--- src/rtl/sdac_pkg.sv ---
// Package: shared constants and the output-stage encoding for the serial
// DAC input register. Assumes a two-bit mode field.
package sdac_pkg;

    localparam int MODE_W = 2;

    typedef enum logic [1:0] {
        SEL_AMP   = 2'd0,
        SEL_R1K   = 2'd1,
        SEL_R100K = 2'd2,
        SEL_HIZ   = 2'd3
    } out_sel_e;

    // Map a stored mode field onto the output-stage selection.
    function automatic out_sel_e mode_to_sel(input logic [MODE_W-1:0] m);
        case (m)
            2'd1:    return SEL_R1K;
            2'd2:    return SEL_R100K;
            2'd3:    return SEL_HIZ;
            default: return SEL_AMP;
        endcase
    endfunction

endpackage

--- src/rtl/sdac_sync.sv ---
// Module: multi-stage synchroniser for a vector of asynchronous inputs.
// Assumes each bit is an independent level; STAGES >= 2. Reset loads the
// idle level of each line so no spurious edge appears after reset.
module sdac_sync #(
    parameter int              WIDTH   = 3,
    parameter int              STAGES  = 2,
    parameter logic [WIDTH-1:0] RST_VAL = '0
) (
    input  logic             clk_i,
    input  logic             rst_ni,
    input  logic [WIDTH-1:0] d_i,
    output logic [WIDTH-1:0] q_o
);

    logic [WIDTH-1:0] stage_q [STAGES];

    // First stage: capture the raw asynchronous inputs.
    always_ff @(posedge clk_i) begin
        if (!rst_ni) stage_q[0] <= RST_VAL;
        else         stage_q[0] <= d_i;
    end

    for (genvar s = 1; s < STAGES; s++) begin : g_stage
        // Later stages: let metastability settle.
        always_ff @(posedge clk_i) begin
            if (!rst_ni) stage_q[s] <= RST_VAL;
            else         stage_q[s] <= stage_q[s-1];
        end
    end

    assign q_o = stage_q[STAGES-1];

endmodule

--- src/rtl/sdac_frame_rx.sv ---
// Module: frame receiver. Detects falling serial-clock edges in the system
// clock domain, counts bits while select is low and captures only the code
// and mode fields. Raises a one-cycle commit with the decoded fields on the
// final bit. Assumes the inputs are already synchronised and that both
// fields lie inside the frame.
module sdac_frame_rx #(
    parameter int FRAME_BITS = 16,
    parameter int CODE_W     = 8,
    parameter int CODE_LSB   = 4,
    parameter int MODE_LSB   = 12,
    parameter int CNT_W      = $clog2(FRAME_BITS + 1)
) (
    input  logic                       clk_i,
    input  logic                       rst_ni,
    input  logic                       sync_lvl_i,
    input  logic                       sclk_lvl_i,
    input  logic                       din_lvl_i,
    output logic                       commit_o,
    output logic [CODE_W-1:0]          code_o,
    output logic [sdac_pkg::MODE_W-1:0] mode_o,
    output logic [CNT_W-1:0]           bit_cnt_o
);
    import sdac_pkg::*;

    logic                sclk_prev_q;
    logic [CNT_W-1:0]    bit_cnt_q;
    logic [CODE_W-1:0]   code_sh_q;
    logic [MODE_W-1:0]   mode_sh_q;
    logic                sclk_fall;
    logic                accept;
    logic                last_bit;
    logic                in_code;
    logic                in_mode;
    int                  bit_idx;
    logic [CODE_W-1:0]   code_nx;
    logic [MODE_W-1:0]   mode_nx;

    // Remember the previous serial-clock level for edge detection.
    always_ff @(posedge clk_i) begin
        if (!rst_ni) sclk_prev_q <= 1'b1;
        else         sclk_prev_q <= sclk_lvl_i;
    end

    // Decide whether this cycle takes a bit and where that bit belongs.
    always_comb begin
        sclk_fall = sclk_prev_q & ~sclk_lvl_i;
        accept    = sclk_fall & ~sync_lvl_i & (bit_cnt_q < CNT_W'(FRAME_BITS));
        last_bit  = (bit_cnt_q == CNT_W'(FRAME_BITS - 1));
        bit_idx   = FRAME_BITS - 1 - int'(bit_cnt_q);
        in_code   = (bit_idx >= CODE_LSB) && (bit_idx < CODE_LSB + CODE_W);
        in_mode   = (bit_idx >= MODE_LSB) && (bit_idx < MODE_LSB + MODE_W);
        code_nx   = in_code ? {code_sh_q[CODE_W-2:0], din_lvl_i} : code_sh_q;
        mode_nx   = in_mode ? {mode_sh_q[MODE_W-2:0], din_lvl_i} : mode_sh_q;
    end

    // Bit counter and field shifters; cleared whenever select is high.
    always_ff @(posedge clk_i) begin
        if (!rst_ni) begin
            bit_cnt_q <= '0;
            code_sh_q <= '0;
            mode_sh_q <= '0;
        end else if (sync_lvl_i) begin
            bit_cnt_q <= '0;
            code_sh_q <= '0;
            mode_sh_q <= '0;
        end else if (accept) begin
            bit_cnt_q <= bit_cnt_q + 1'b1;
            code_sh_q <= code_nx;
            mode_sh_q <= mode_nx;
        end
    end

    // Commit pulse and captured fields on the last bit of a frame.
    always_ff @(posedge clk_i) begin
        if (!rst_ni) begin
            commit_o <= 1'b0;
            code_o   <= '0;
            mode_o   <= '0;
        end else begin
            commit_o <= accept & last_bit;
            if (accept && last_bit) begin
                code_o <= code_nx;
                mode_o <= mode_nx;
            end
        end
    end

    assign bit_cnt_o = bit_cnt_q;

endmodule

--- src/rtl/sdac_power_ctl.sv ---
// Module: holds the DAC code and mode, and times the wake-up window.
// A frame with a nonzero mode updates the mode only. A mode-00 frame updates
// both. Leaving power-down holds output-valid low for WAKE_CYCLES clocks.
// Assumes WAKE_CYCLES >= 1.
module sdac_power_ctl #(
    parameter int CODE_W      = 8,
    parameter int WAKE_CYCLES = 500
) (
    input  logic                        clk_i,
    input  logic                        rst_ni,
    input  logic                        commit_i,
    input  logic [CODE_W-1:0]           new_code_i,
    input  logic [sdac_pkg::MODE_W-1:0] new_mode_i,
    output logic [CODE_W-1:0]           code_o,
    output logic [sdac_pkg::MODE_W-1:0] mode_o,
    output logic                        valid_o
);
    import sdac_pkg::*;

    localparam int WAKE_W = $clog2(WAKE_CYCLES + 1);

    logic [CODE_W-1:0] code_q;
    logic [MODE_W-1:0] mode_q;
    logic [WAKE_W-1:0] wake_q;
    logic              valid_q;
    logic              to_pd;
    logic              to_normal;

    // Classify the committed frame against the present mode.
    always_comb begin
        to_pd     = commit_i && (new_mode_i != '0);
        to_normal = commit_i && (new_mode_i == '0) && (mode_q != '0);
    end

    // Stored code and mode; the code is frozen by power-down frames.
    always_ff @(posedge clk_i) begin
        if (!rst_ni) begin
            code_q <= '0;
            mode_q <= '0;
        end else if (commit_i) begin
            mode_q <= new_mode_i;
            if (new_mode_i == '0) code_q <= new_code_i;
        end
    end

    // Wake-up counter and output-valid flag.
    always_ff @(posedge clk_i) begin
        if (!rst_ni) begin
            wake_q  <= '0;
            valid_q <= 1'b1;
        end else if (to_pd) begin
            wake_q  <= '0;
            valid_q <= 1'b0;
        end else if (to_normal) begin
            wake_q  <= WAKE_W'(WAKE_CYCLES);
            valid_q <= 1'b0;
        end else if (wake_q != '0) begin
            wake_q <= wake_q - 1'b1;
            if (wake_q == WAKE_W'(1)) valid_q <= 1'b1;
        end
    end

    assign code_o  = code_q;
    assign mode_o  = mode_q;
    assign valid_o = valid_q;

endmodule

--- src/rtl/sdac_input_reg.sv ---
// Module: top of the serial DAC input register. Synchronises the three
// serial lines, receives 16-bit frames and drives code, mode, power-down
// flag, output-stage select and output-valid. Assumes the serial clock
// phases last at least SYNC_STAGES+1 system clocks.
module sdac_input_reg #(
    parameter int FRAME_BITS  = 16,
    parameter int CODE_W      = 8,
    parameter int CODE_LSB    = 4,
    parameter int MODE_LSB    = 12,
    parameter int SYNC_STAGES = 2,
    parameter int WAKE_CYCLES = 500
) (
    input  logic              clk_i,
    input  logic              rst_ni,
    input  logic              sync_ni,
    input  logic              sclk_i,
    input  logic              din_i,
    output logic [CODE_W-1:0] code_o,
    output logic [1:0]        mode_o,
    output logic              pd_o,
    output logic [1:0]        out_sel_o,
    output logic              out_valid_o
);
    import sdac_pkg::*;

    localparam int CNT_W = $clog2(FRAME_BITS + 1);

    logic [2:0]        pins_sync;
    logic              sync_lvl_w;
    logic              sclk_lvl_w;
    logic              din_lvl_w;
    logic              commit_w;
    logic [CODE_W-1:0] commit_code_w;
    logic [MODE_W-1:0] commit_mode_w;
    logic [CNT_W-1:0]  bit_cnt_w;

    sdac_sync #(
        .WIDTH   (3),
        .STAGES  (SYNC_STAGES),
        .RST_VAL (3'b011)
    ) sync_i (
        .clk_i  (clk_i),
        .rst_ni (rst_ni),
        .d_i    ({din_i, sclk_i, sync_ni}),
        .q_o    (pins_sync)
    );

    assign sync_lvl_w = pins_sync[0];
    assign sclk_lvl_w = pins_sync[1];
    assign din_lvl_w  = pins_sync[2];

    sdac_frame_rx #(
        .FRAME_BITS (FRAME_BITS),
        .CODE_W     (CODE_W),
        .CODE_LSB   (CODE_LSB),
        .MODE_LSB   (MODE_LSB),
        .CNT_W      (CNT_W)
    ) rx_i (
        .clk_i      (clk_i),
        .rst_ni     (rst_ni),
        .sync_lvl_i (sync_lvl_w),
        .sclk_lvl_i (sclk_lvl_w),
        .din_lvl_i  (din_lvl_w),
        .commit_o   (commit_w),
        .code_o     (commit_code_w),
        .mode_o     (commit_mode_w),
        .bit_cnt_o  (bit_cnt_w)
    );

    sdac_power_ctl #(
        .CODE_W      (CODE_W),
        .WAKE_CYCLES (WAKE_CYCLES)
    ) pwr_i (
        .clk_i      (clk_i),
        .rst_ni     (rst_ni),
        .commit_i   (commit_w),
        .new_code_i (commit_code_w),
        .new_mode_i (commit_mode_w),
        .code_o     (code_o),
        .mode_o     (mode_o),
        .valid_o    (out_valid_o)
    );

    // Power-down flag and output-stage select follow the stored mode.
    always_comb begin
        pd_o      = (mode_o != 2'd0);
        out_sel_o = mode_to_sel(mode_o);
    end

endmodule

--- config.mk ---
export PLATFORM = sky130hd
export DESIGN_NAME = sdac_input_reg
export DESIGN_NICKNAME = d
export VERILOG_FILES = /design/src/rtl/sdac_pkg.sv /design/src/rtl/sdac_sync.sv /design/src/rtl/sdac_frame_rx.sv /design/src/rtl/sdac_power_ctl.sv /design/src/rtl/sdac_input_reg.sv
export SDC_FILE = /design/constraint.sdc
export NUM_CORES = 1
export LEC_CHECK = 0
export BUFFER_PORTS_ARGS = -buffer_cell sky130_fd_sc_hd__buf_2
export CAP_MARGIN = 40
export CORE_MARGIN = 1
export CORE_UTILIZATION = 30
export CTS_CLUSTER_DIAMETER = 50
export DETAILED_ROUTE_END_ITERATION = 6
export SLEW_MARGIN = 10
export SYNTH_ARGS = -nofsm -noshare
export SYNTH_HDL_FRONTEND = slang
export SYNTH_SLANG_ARGS = --single-unit
--- constraint.sdc ---
create_clock -name clk_i -period 2.2 [get_ports clk_i]
set_input_delay 0.44 -clock clk_i [delete_from_list [all_inputs] [get_ports clk_i]]
set_output_delay 0.44 -clock clk_i [all_outputs]
set_load 0.05 [all_outputs]
## Yosys cells after proc, flatten, opt, wreduce, memory -nomap -nowiden

Memories as Yosys holds them, arrays and structs flattened.
Cells that the tools add are included.

| word-level totals | value |
|---|---|
| input bits | 5 |
| bits in read-only memories | 0 |
| bits in registers | 47 |
| memories kept | 1 |
| latch bits | 0 |
| bits in writable memories | 6 |

Memories:

| name | depth | width | read ports | clocked after Yosys merged registers in | write ports | line | RTL |
|---|---|---|---|---|---|---|---|
| sync_i.stage_q | 2 | 3 | 2 | 0 | 2 | sdac_sync.sv:15 | `logic [WIDTH-1:0] stage_q [STAGES];` |

| operators by class | value |
|---|---|
| order comparisons | 5 |
| multipliers | 0 |
| multiplexer cells | 13 |
| reductions and logical operators | 18 |
| $add $sub $neg | 3 |
| shifts and indexed selects | 0 |
| bitwise operators | 9 |
| divide/modulo/power cells | 0 |
| equal/unequal tests | 5 |

Operators with widths:

| operator | count |
|---|---|
| $lt A32 B5 Y1 const B | 2 |
| $ge A32 B4 Y1 const B | 1 |
| $ge A32 B5 Y1 const B | 1 |
| $mux W9 | 2 |
| $eq A9 B1 Y1 const B | 1 |
| $reduce_bool A9 Y1 | 1 |
| $sub A9 B1 Y9 const B | 1 |
| $mux W8 | 1 |
| $logic_and A1 B1 Y1 | 6 |
| $mux W1 | 6 |
| $mux W3 | 2 |
| $pmux W2 S3 | 1 |
| $reduce_bool A2 Y1 | 3 |
| $reduce_bool A3 Y1 | 2 |
| $sub A4 B5 Y6 const A | 1 |
| $add A5 B1 Y5 const B | 1 |
| $eq A5 B4 Y1 const B | 1 |
| $lt A5 B5 Y1 const B | 1 |
| $and A1 B1 Y1 | 4 |
| $eq A2 B2 Y1 const B | 2 |
| $reduce_and A2 Y1 | 2 |
| $reduce_or A2 Y1 | 2 |
| $not A1 Y1 | 3 |
| $reduce_or A3 Y1 | 1 |
| other kinds (4) | 5 |

## Depth between registers and ports, before layout

Gate-level depths: netlist (run 1).

| depth | value |
|---|---|
| depth after elaboration | 5 |
| gate-level depth with buffers | 6 |

## Hierarchy

Synthesis (run 1) repeated with hierarchy kept, for this count alone.

| unflattened totals | value |
|---|---|
| cell total of the unflattened synthesis | 248 |
| area, all modules | 2,268.4 µm² |

By module, submodules not included:

| module | times used | area an instance (µm²) | cells each | sequential area each (µm²) |
|---|---|---|---|---|
| sdac_frame_rx | 1 | 1,107.3 | 126 | 540.5 |
| sdac_power_ctl | 1 | 989.7 | 107 | 400.4 |
| sdac_sync | 1 | 157.7 | 12 | 120.1 |
| sdac_input_reg | 1 | 13.8 | 3 | 0.0 |

## Worst setup path before layout (run 1)

Ideal clock, no wire load.

| path | value |
|---|---|
| path type | register to output |
| start | reg pwr_i.mode_q[1] (netlist: pwr_i.mode_o[1]) |
| end | out out_sel_o[1] |
| arrival time | 1.141 ns |
| required time | 1.760 ns |
| cell stages (with the launch flop) | 2 |
| setup slack | 0.619 ns |
| cells stage by stage | dfxtp_1 clkbuf_1 |

| between the ends | value |
|---|---|
| longest elaborated chain between the ends | 2 |
| elaborated cells between the ends (all ways) | 4 |
| classes of those cells | eq/ne: 3; mux: 1 |

Ends and longest elaborated chain:

| element | line | RTL |
|---|---|---|
| from (decl) | sdac_power_ctl.sv:23 | `logic [MODE_W-1:0] mode_q;` |
| from (signal assigned) | sdac_power_ctl.sv:41 | `mode_q <= new_mode_i;` |
| $eq A2 B2 Y1 or $eq A2 B1 Y1 (tied branches) | sdac_pkg.sv:16 | `case (m)` |
| $pmux W2 S3 (*) | sdac_pkg.sv:16 |  |
| to (decl) | sdac_input_reg.sv:21 | `output logic [1:0] out_sel_o,` |

Every way passes the cells marked *; elsewhere a longest branch is shown, timed or not.

## Worst setup path in the final report (run 1)

| path | value |
|---|---|
| start | reg pwr_i.wake_q[0] |
| end | reg pwr_i.wake_q[4] |

| between the ends | value |
|---|---|
| longest elaborated chain between the ends | 3 |
| elaborated cells between the ends (all ways) | 5 |
| classes of those cells | add/sub: 1; mux: 2; reduce/logical: 2 |

Ends and longest elaborated chain:

| element | line | RTL |
|---|---|---|
| from (decl) | sdac_power_ctl.sv:24 | `logic [WAKE_W-1:0] wake_q;` |
| from (signal assigned) | sdac_power_ctl.sv:55 | `wake_q <= WAKE_W'(WAKE_CYCLES);` |
| from (signal assigned) | sdac_power_ctl.sv:58 | `wake_q <= wake_q - 1'b1;` |
| $sub A9 B1 Y9 | sdac_power_ctl.sv:58 |  |
| $mux W9 | sdac_power_ctl.sv:57 | `end else if (wake_q != '0) begin` |
| $mux W9 | sdac_power_ctl.sv:54 | `end else if (to_normal) begin` |

Parallel ways exist; a longest one is shown, timed or not. The select of a mux whose other input is x is not followed.
A chain may end at the register's enable or synchronous reset.

==> results of run 1 <==
==> how the worst min path moves through the flow <==
stage	slack (ns)	to	cells after the start	start
global route	0.31	sync_i.stage_q[0][1]$_SDFF_PN1_	2	sclk_i
floorplan	0.39	sync_i.stage_q[1][0]$_SDFF_PN1_	1	sync_i.stage_q[0][0]$_SDFF_PN1_
global placement	0.39	sync_i.stage_q[1][0]$_SDFF_PN1_	1	sync_i.stage_q[0][0]$_SDFF_PN1_
detailed placement	0.40	sync_i.stage_q[1][0]$_SDFF_PN1_	1	sync_i.stage_q[0][0]$_SDFF_PN1_
finish	0.31	sync_i.stage_q[0][1]$_SDFF_PN1_	2	sclk_i
CTS	0.29	sync_i.stage_q[0][1]$_SDFF_PN1_	2	sclk_i
==> cells in the mapped netlist, types with 4 or more instances <==
cell | count | area [um^2]
dfxtp_1 | 53 | 1060
nand2_1 | 45 | 169
nor2_1 | 17 | 63.8
mux2i_1 | 12 | 120
a21boi_0 | 10 | 75.1
a21oi_1 | 7 | 35.0
clkbuf_1 | 7 | 26.3
a21boi_1 | 6 | 45.0
nand2b_1 | 6 | 37.5
nand3_1 | 5 | 25.0
a31oi_1 | 4 | 25.0
and2_1 | 4 | 25.0
ha_1 | 4 | 50.1
==> power by group through the flow <==
| stage | logic, uW | registers, uW | clock network, uW |
|---|---|---|---|
| after floorplan | 346 | 1110 | 0 |
| after global placement | 413 | 1120 | 0 |
| after detailed placement | 416 | 1120 | 0 |
| after CTS | 418 | 1100 | 569 |
| after global routing | 478 | 1110 | 611 |
| final | 422 | 1100 | 537 |
==> critical path: cells and delay by family, from the launching register on <==
kind,cells,cell delay [ns]
and+or+nand+nor,1,0.48
buffers and inverters,1,0.12
AOI/OAI and AO/OA,3,0.41
DFF,1,0.39
adders and majority gates,1,0.23
==> sequential cells by signal (all words and copies together), names as in the netlist, 2 cells and up <==
name            cells
rx_i.mode_sh_q      2
pwr_i.wake_q        9
pwr_i.mode_o        2
rx_i.bit_cnt_o      5
rx_i.code_sh_q      8
rx_i.mode_o         2
pwr_i.code_o        8
sync_i.stage_q      6
rx_i.code_o         8
==> cell type report <==
class	instances	area [um^2]	area share
flip-flops and latches	53	1060	0.443
clock inverters	2	13.8	0.00575
multi-input cells	160	1000	0.419
clock buffers	6	72.6	0.0303
inverters	3	11.3	0.00470
repair buffers	21	113	0.0470
well taps	96	120	0.0502
==> layer usage <==
| metal | vias to the layer above | wire length [um] |
|---|---|---|
| li1 | 811 | - |
| met1 | 695 | 1840 |
| met2 | 21 | 1620 |
| met3 | 4 | 112 |
| met4 | 0 | 31 |
| met5 | - | 0 |
==> cell families (layout without fill, tap and decap cells) <==
logic type                 Yosys count  in the layout  synth area share
xor gates and xnor gates             5              5            0.0207
and+or+nand+nor                     99             99             0.240
buffers and inverters               13             32            0.0271
AOI/OAI and AO/OA                   40             40             0.132
DFF                                 53             53             0.500
muxes                               12             12            0.0566
adders and majority gates            4              4            0.0236
==> metrics by stage <==
step / util / total power, uW / instances / cell area [um^2]
4_1_cts: 0.352 / 2090 / 341 / 2390
3_3_place_gp: 0.340 / 1540 / 333 / 2310
5_1_grt: 0.352 / 2200 / 341 / 2390
2_1_floorplan: - / 1460 / 226 / 2120
3_5_place_dp: 0.340 / 1540 / 333 / 2310
6_report: 0.352 / 2060 / 341 / 2390
==> results.toml, run 1 <==
[run_status]
status = "finished clean"

[pwr]
intPower_uw = 1440
switching_share = 0.300
power.switching_uw = 617
cellPowerDensity_nw_per_um2 = 861
pwr-share-comb = 0.205
power.static_leakage_uw = 0.000926
ir_worst_vdd_v = 0.000266
pwr-share-clk = 0.260
seq_power_share = 0.535

[detailed_routing]
drcViolationCount = 0
detailedRoute.firstIterationViolations = 79
drt-wirelength-per-cell_um = 10.6
drt-vias-per-instance = 4.49
drt_wl_total_um = 3600
antenna_violating_nets_post_route = 0
drt_pre_antenna_iters = 4
via_count = 1531

[layout]
antenna-diode-count = 0
fillers = 701
most_common_cell_after_layout_fill_and_taps_aside = "dfxtp_1"
post_route_cells_drive_above_1_share = 0.143
mostFrequentLayoutCells = "dfxtp_1, nand2_1, buf_2"
area_growth_synth_to_finish_pct = 12.9
finalNetCount = 253

[timing]
period_needed_ns = 1.70
report.final.hold_viol_count = 0
timing_max_transition_violations_final = 0
fin_worst_hold_slack_ns = 0.309
clock.fmax_mhz = 588
tightest_slew_ns = 0.573
grt_setup_unrepaired = "false"
final_critical_path_setup_slack_ns = 0.499
timing.clock.skew_ns = 0.0128
timing.max_slew.rel_slack = 0.618
fin_setup_tns_ns = 0
report.final.setup_viol = 0
finalCritPeriodShare = 0.773

[global_route]
grt_overflow = 0
grt_busiest_layer = "met2"
global_route.usage.met2 = 0.154
first_global_vias = 1276
gr-usage-met1 = 0.145
wire_length_of_the_first_global_routing_pass_um = 6180
gr-usage-met3 = 0.0375
globalRouteTotalUtil = 0.107
grt_max_degree = 18
initial_antenna_violation_count = 0

[clocking]
cts_inserted_buffers = 5
clock_tree_from_tritoncts = "yes"
post_cts.repair.setup_buffers = 0
cts_htree_levels = 2
clock_sink_count = 53
clockBufferDepth = 2
clk_root_buffer_cell = "clkbuf_8"
cts_hold_repair.buffers = 0
clkTransAtPathRegs_ns = 0.10
postCtsResizedCells = 0
worst_skew_pair.late_latency_ns = 0.31

[die]
start_util = 0.312
die_w_um = 86.1
die_footprint_um2 = 7410
core.rowCount = 30
core_area_um2 = 6790
die_height_um = 86.1
pin_count = 19

[hold_path]
worstHoldPathType = "in2reg"

[critical_path]
crit_required_ns = 2.45
cp_max_fo = 7
worst_path_max_delay_cell = "or3b_2"
rr_worst_depth = 6
end_kind = "flop"
timing_worst_setup_path_type = "reg2reg"
critical_path.startpoint = "pwr_i.wake_q[0]$_SDFFE_PP0P_"
timing.rr.end = "pwr_i.wake_q[4]$_SDFFE_PP0P_"
crit_path_cell_chain = "inv_1 -> ha_1 -> or3b_2 -> a211oi_1 -> a21oi_1 -> a21oi_1"
crit_end = "pwr_i.wake_q[4]$_SDFFE_PP0P_"
critical_path.most_common_cell = "a21oi_1"
critPathLaunchType = "flop"
rrSetupSlack_ns = 0.50
crit-reg2reg-launch = "pwr_i.wake_q[0]$_SDFFE_PP0P_"
cp_data_arrival_time_ns = 1.95
crit_path_max_incr_delay_ns = 0.48

[placed_design]
preCtsSetupSlack_ns = 0.521
dp_hpwl_um = 2530
gp_routability_congestion = 0.751
io_buffers = 18

[synth]
seq_area_frac_synth = 0.500
share_of_synthesized_flip_flops_with_an_asynchronous_set_or_reset = 0
synth.cell_area_um2 = 2120
post_synthesis_cell_type_count = 40
ys.flop_type = "dfxtp_1"
synthesized_flop_and_latch_total = 53
synthesis.area_per_instance_um2 = 9.38
post_synth_inst_count = 226
mappedNetlistNets = 235
count_of_flip_flops_with_a_built_in_enable_after_synthesis = 0
ys_warn_count = 0

[flow_run]
drv.max_cap_violation_count = 0
Power figures use the tool's default switching activity.
==> inputs of run 2 (changes only) <==
==> constraint.sdc (replaced) <==
create_clock -name clk_i -period 1.4 [get_ports clk_i]
set_input_delay 0.28 -clock clk_i [delete_from_list [all_inputs] [get_ports clk_i]]
set_output_delay 0.28 -clock clk_i [all_outputs]
set_load 0.05 [all_outputs]
==> run 2 against run 1 <==
Net effect:
- non-clock buffer count rose by 22
- design area rose by 13%
- register-to-register slack got worse by 0.45 ns
- clock power rose by 65%
- total power rose by 84%
- critical path type unchanged
==> results.toml, run 2 (same netlist as run 1, synthesis figures left out) <==
[layout]
finalNetCount = 275
multiInputGateArea_um2 = 1110
antenna-diode-count = 0
area_growth_synth_to_finish_pct = 28.0
finish.cell_count_without_fillers = 363
most_common_cell_after_layout_fill_and_taps_aside = "dfxtp_1"
largest_register = "pwr_i.wake_q"
mostFrequentLayoutCells = "dfxtp_1, nand2_1, buf_4"
final-seq-area_um2 = 1070
largest_register_ffs = 9
post_route_cells_drive_above_1_share = 0.333
fillers = 698

[critical_path]
crit_path_cell_chain = "inv_4 -> ha_4 -> or3b_4 -> a211oi_2 -> a21oi_1 -> a21oi_1"
critical_path.most_common_cell = "a21oi_1"
worst_path_max_delay_cell = "or3b_4"
timing.critical_path.buf_inv = 1
timing_worst_setup_path_type = "reg2reg"
critical_path_s_top_delay_family = "simple AND/OR/NAND/NOR gates"
crit_required_ns = 1.64
path_depth = 6
critPathLaunchType = "flop"
end_kind = "flop"
rrSetupSlack_ns = 0.05
rr_worst_depth = 6
cp_max_fo = 4
cp_data_arrival_time_ns = 1.59
crit_path_max_incr_delay_ns = 0.38

[pwr]
switching_share = 0.310
pwr-share-clk = 0.234
cellPowerDensity_nw_per_um2 = 1390
power.switching_uw = 1170
power.static_leakage_uw = 0.00109
power.total_uw = 3780
intPower_uw = 2610
seq_power_share = 0.452
pwr-share-comb = 0.314
ir_worst_vdd_v = 0.000504

[global_route]
grt_overflow = 0
globalRouteTotalUtil = 0.116
grt_max_degree = 23
first_global_vias = 1486
initial_antenna_violation_count = 0
wire_length_of_the_first_global_routing_pass_um = 6760

[die]
die_footprint_um2 = 7410
pin_count = 19
core_area_um2 = 6790
start_util = 0.312
die_w_um = 86.1
core.rowCount = 30
die_height_um = 86.1

[timing]
finalCritPeriodShare = 0.964
timing_max_transition_violations_final = 0
report.final.hold_viol_count = 0
tightest_slew_ns = 0.583
grt_setup_unrepaired = "true"
fin_worst_hold_slack_ns = 0.147
timing.clock.skew_ns = 0.00814
timing.max_slew.rel_slack = 0.611
report.final.setup_viol = 0
clock.fmax_mhz = 741
period_needed_ns = 1.35

[detailed_routing]
detailedRoute.firstIterationViolations = 64
drcViolationCount = 0
drt-vias-per-instance = 4.36
via_count = 1583
drt-wirelength-per-cell_um = 10.8
drt_pre_antenna_iters = 4
drt_wl_total_um = 3930
antenna_violating_nets_post_route = 0

[hold_path]
hold_path_depth = 2
worstHoldPathType = "in2reg"

[clocking]
clk_root_buffer_cell = "clkbuf_8"
clock_tree_from_tritoncts = "yes"
cts_hold_repair.buffers = 0
worst_skew_pair.late_latency_ns = 0.31
clockBufferDepth = 2
cts_htree_levels = 2
clock_sink_count = 53
cts_inserted_buffers = 5
clkTransAtPathRegs_ns = 0.10

[flow_run]
drv.max_cap_violation_count = 0

[placed_design]
place_inst = 351
dp_hpwl_um = 2680
gp_routability_congestion = 0.783
io_buffers = 18

[run_status]
status = "finished clean"
-- run 2: cell count changes in the layout (fill, tap and decap cells not counted), moves of 3 or more --
cell	before	now
buf_4	3	23
nand2_1	45	36
dfxtp_1	53	45
dfxtp_2	0	8
nand2_2	1	8
a21boi_2	0	3
-- run 2: worst paths after layout --
kind | endpoint | from
worst min register to register | sync_i.stage_q[1][1]$_SDFF_PN1_ | sync_i.stage_q[0][1]$_SDFF_PN1_
worst max register to register | pwr_i.wake_q[4]$_SDFFE_PP0P_ | pwr_i.wake_q[1]$_SDFFE_PP0P_
worst max-delay path | pwr_i.wake_q[4]$_SDFFE_PP0P_ | pwr_i.wake_q[1]$_SDFFE_PP0P_
worst min-delay path | sync_i.stage_q[0][0]$_SDFF_PN1_ | sync_ni
-- run 2: cell type report --
| class | instances | share of cell area |
|---|---|---|
| Multi-Input combinational cell | 160 | 0.411 |
| Tap cell | 96 | 0.0442 |
| Clock inverter | 3 | 0.00968 |
| Timing Repair Buffer | 43 | 0.111 |
| Inverter | 3 | 0.00507 |
| Sequential cell | 53 | 0.394 |
| Clock buffer | 5 | 0.0253 |
-- run 2: power groups by stage --
stage	clock, uW	combinational (uW)	sequential (uW)
finish	885	1190	1710
global route	1000	1310	1720
CTS	932	1030	1700
detailed placement	0	995	1730
global placement	0	989	1730
floorplan	0	600	1760
-- run 2: repair_timing --
item	4_1_cts	5_1_grt
setup endpoints to repair	5	25
resized for setup	6	28
pin swaps	1	21
setup buffers	0	4
cloned	0	0
-- run 2: metrics by stage --
stage          setup slack, ns  area [um^2]   util  setup TNS [ns]
2_1_floorplan          0.00200         2150      -               0
3_3_place_gp         -0.000552         2480  0.365       -0.000552
3_5_place_dp           0.00309         2480  0.365               0
4_1_cts                0.00268         2610  0.383               0
5_1_grt                -0.0500         2720  0.400          -0.286
6_report                0.0509         2720  0.400               0
-- run 2: metal layers --
| metal | wire, um | vias to the layer above | track usage |
|---|---|---|---|
| met5 | 0 | - | 0 |
| met4 | 63 | 0 | 0.0455 |
| met3 | 123 | 5 | 0.0385 |
| met2 | 1780 | 16 | 0.182 |
| met1 | 1970 | 712 | 0.148 |
| li1 | - | 850 | - |
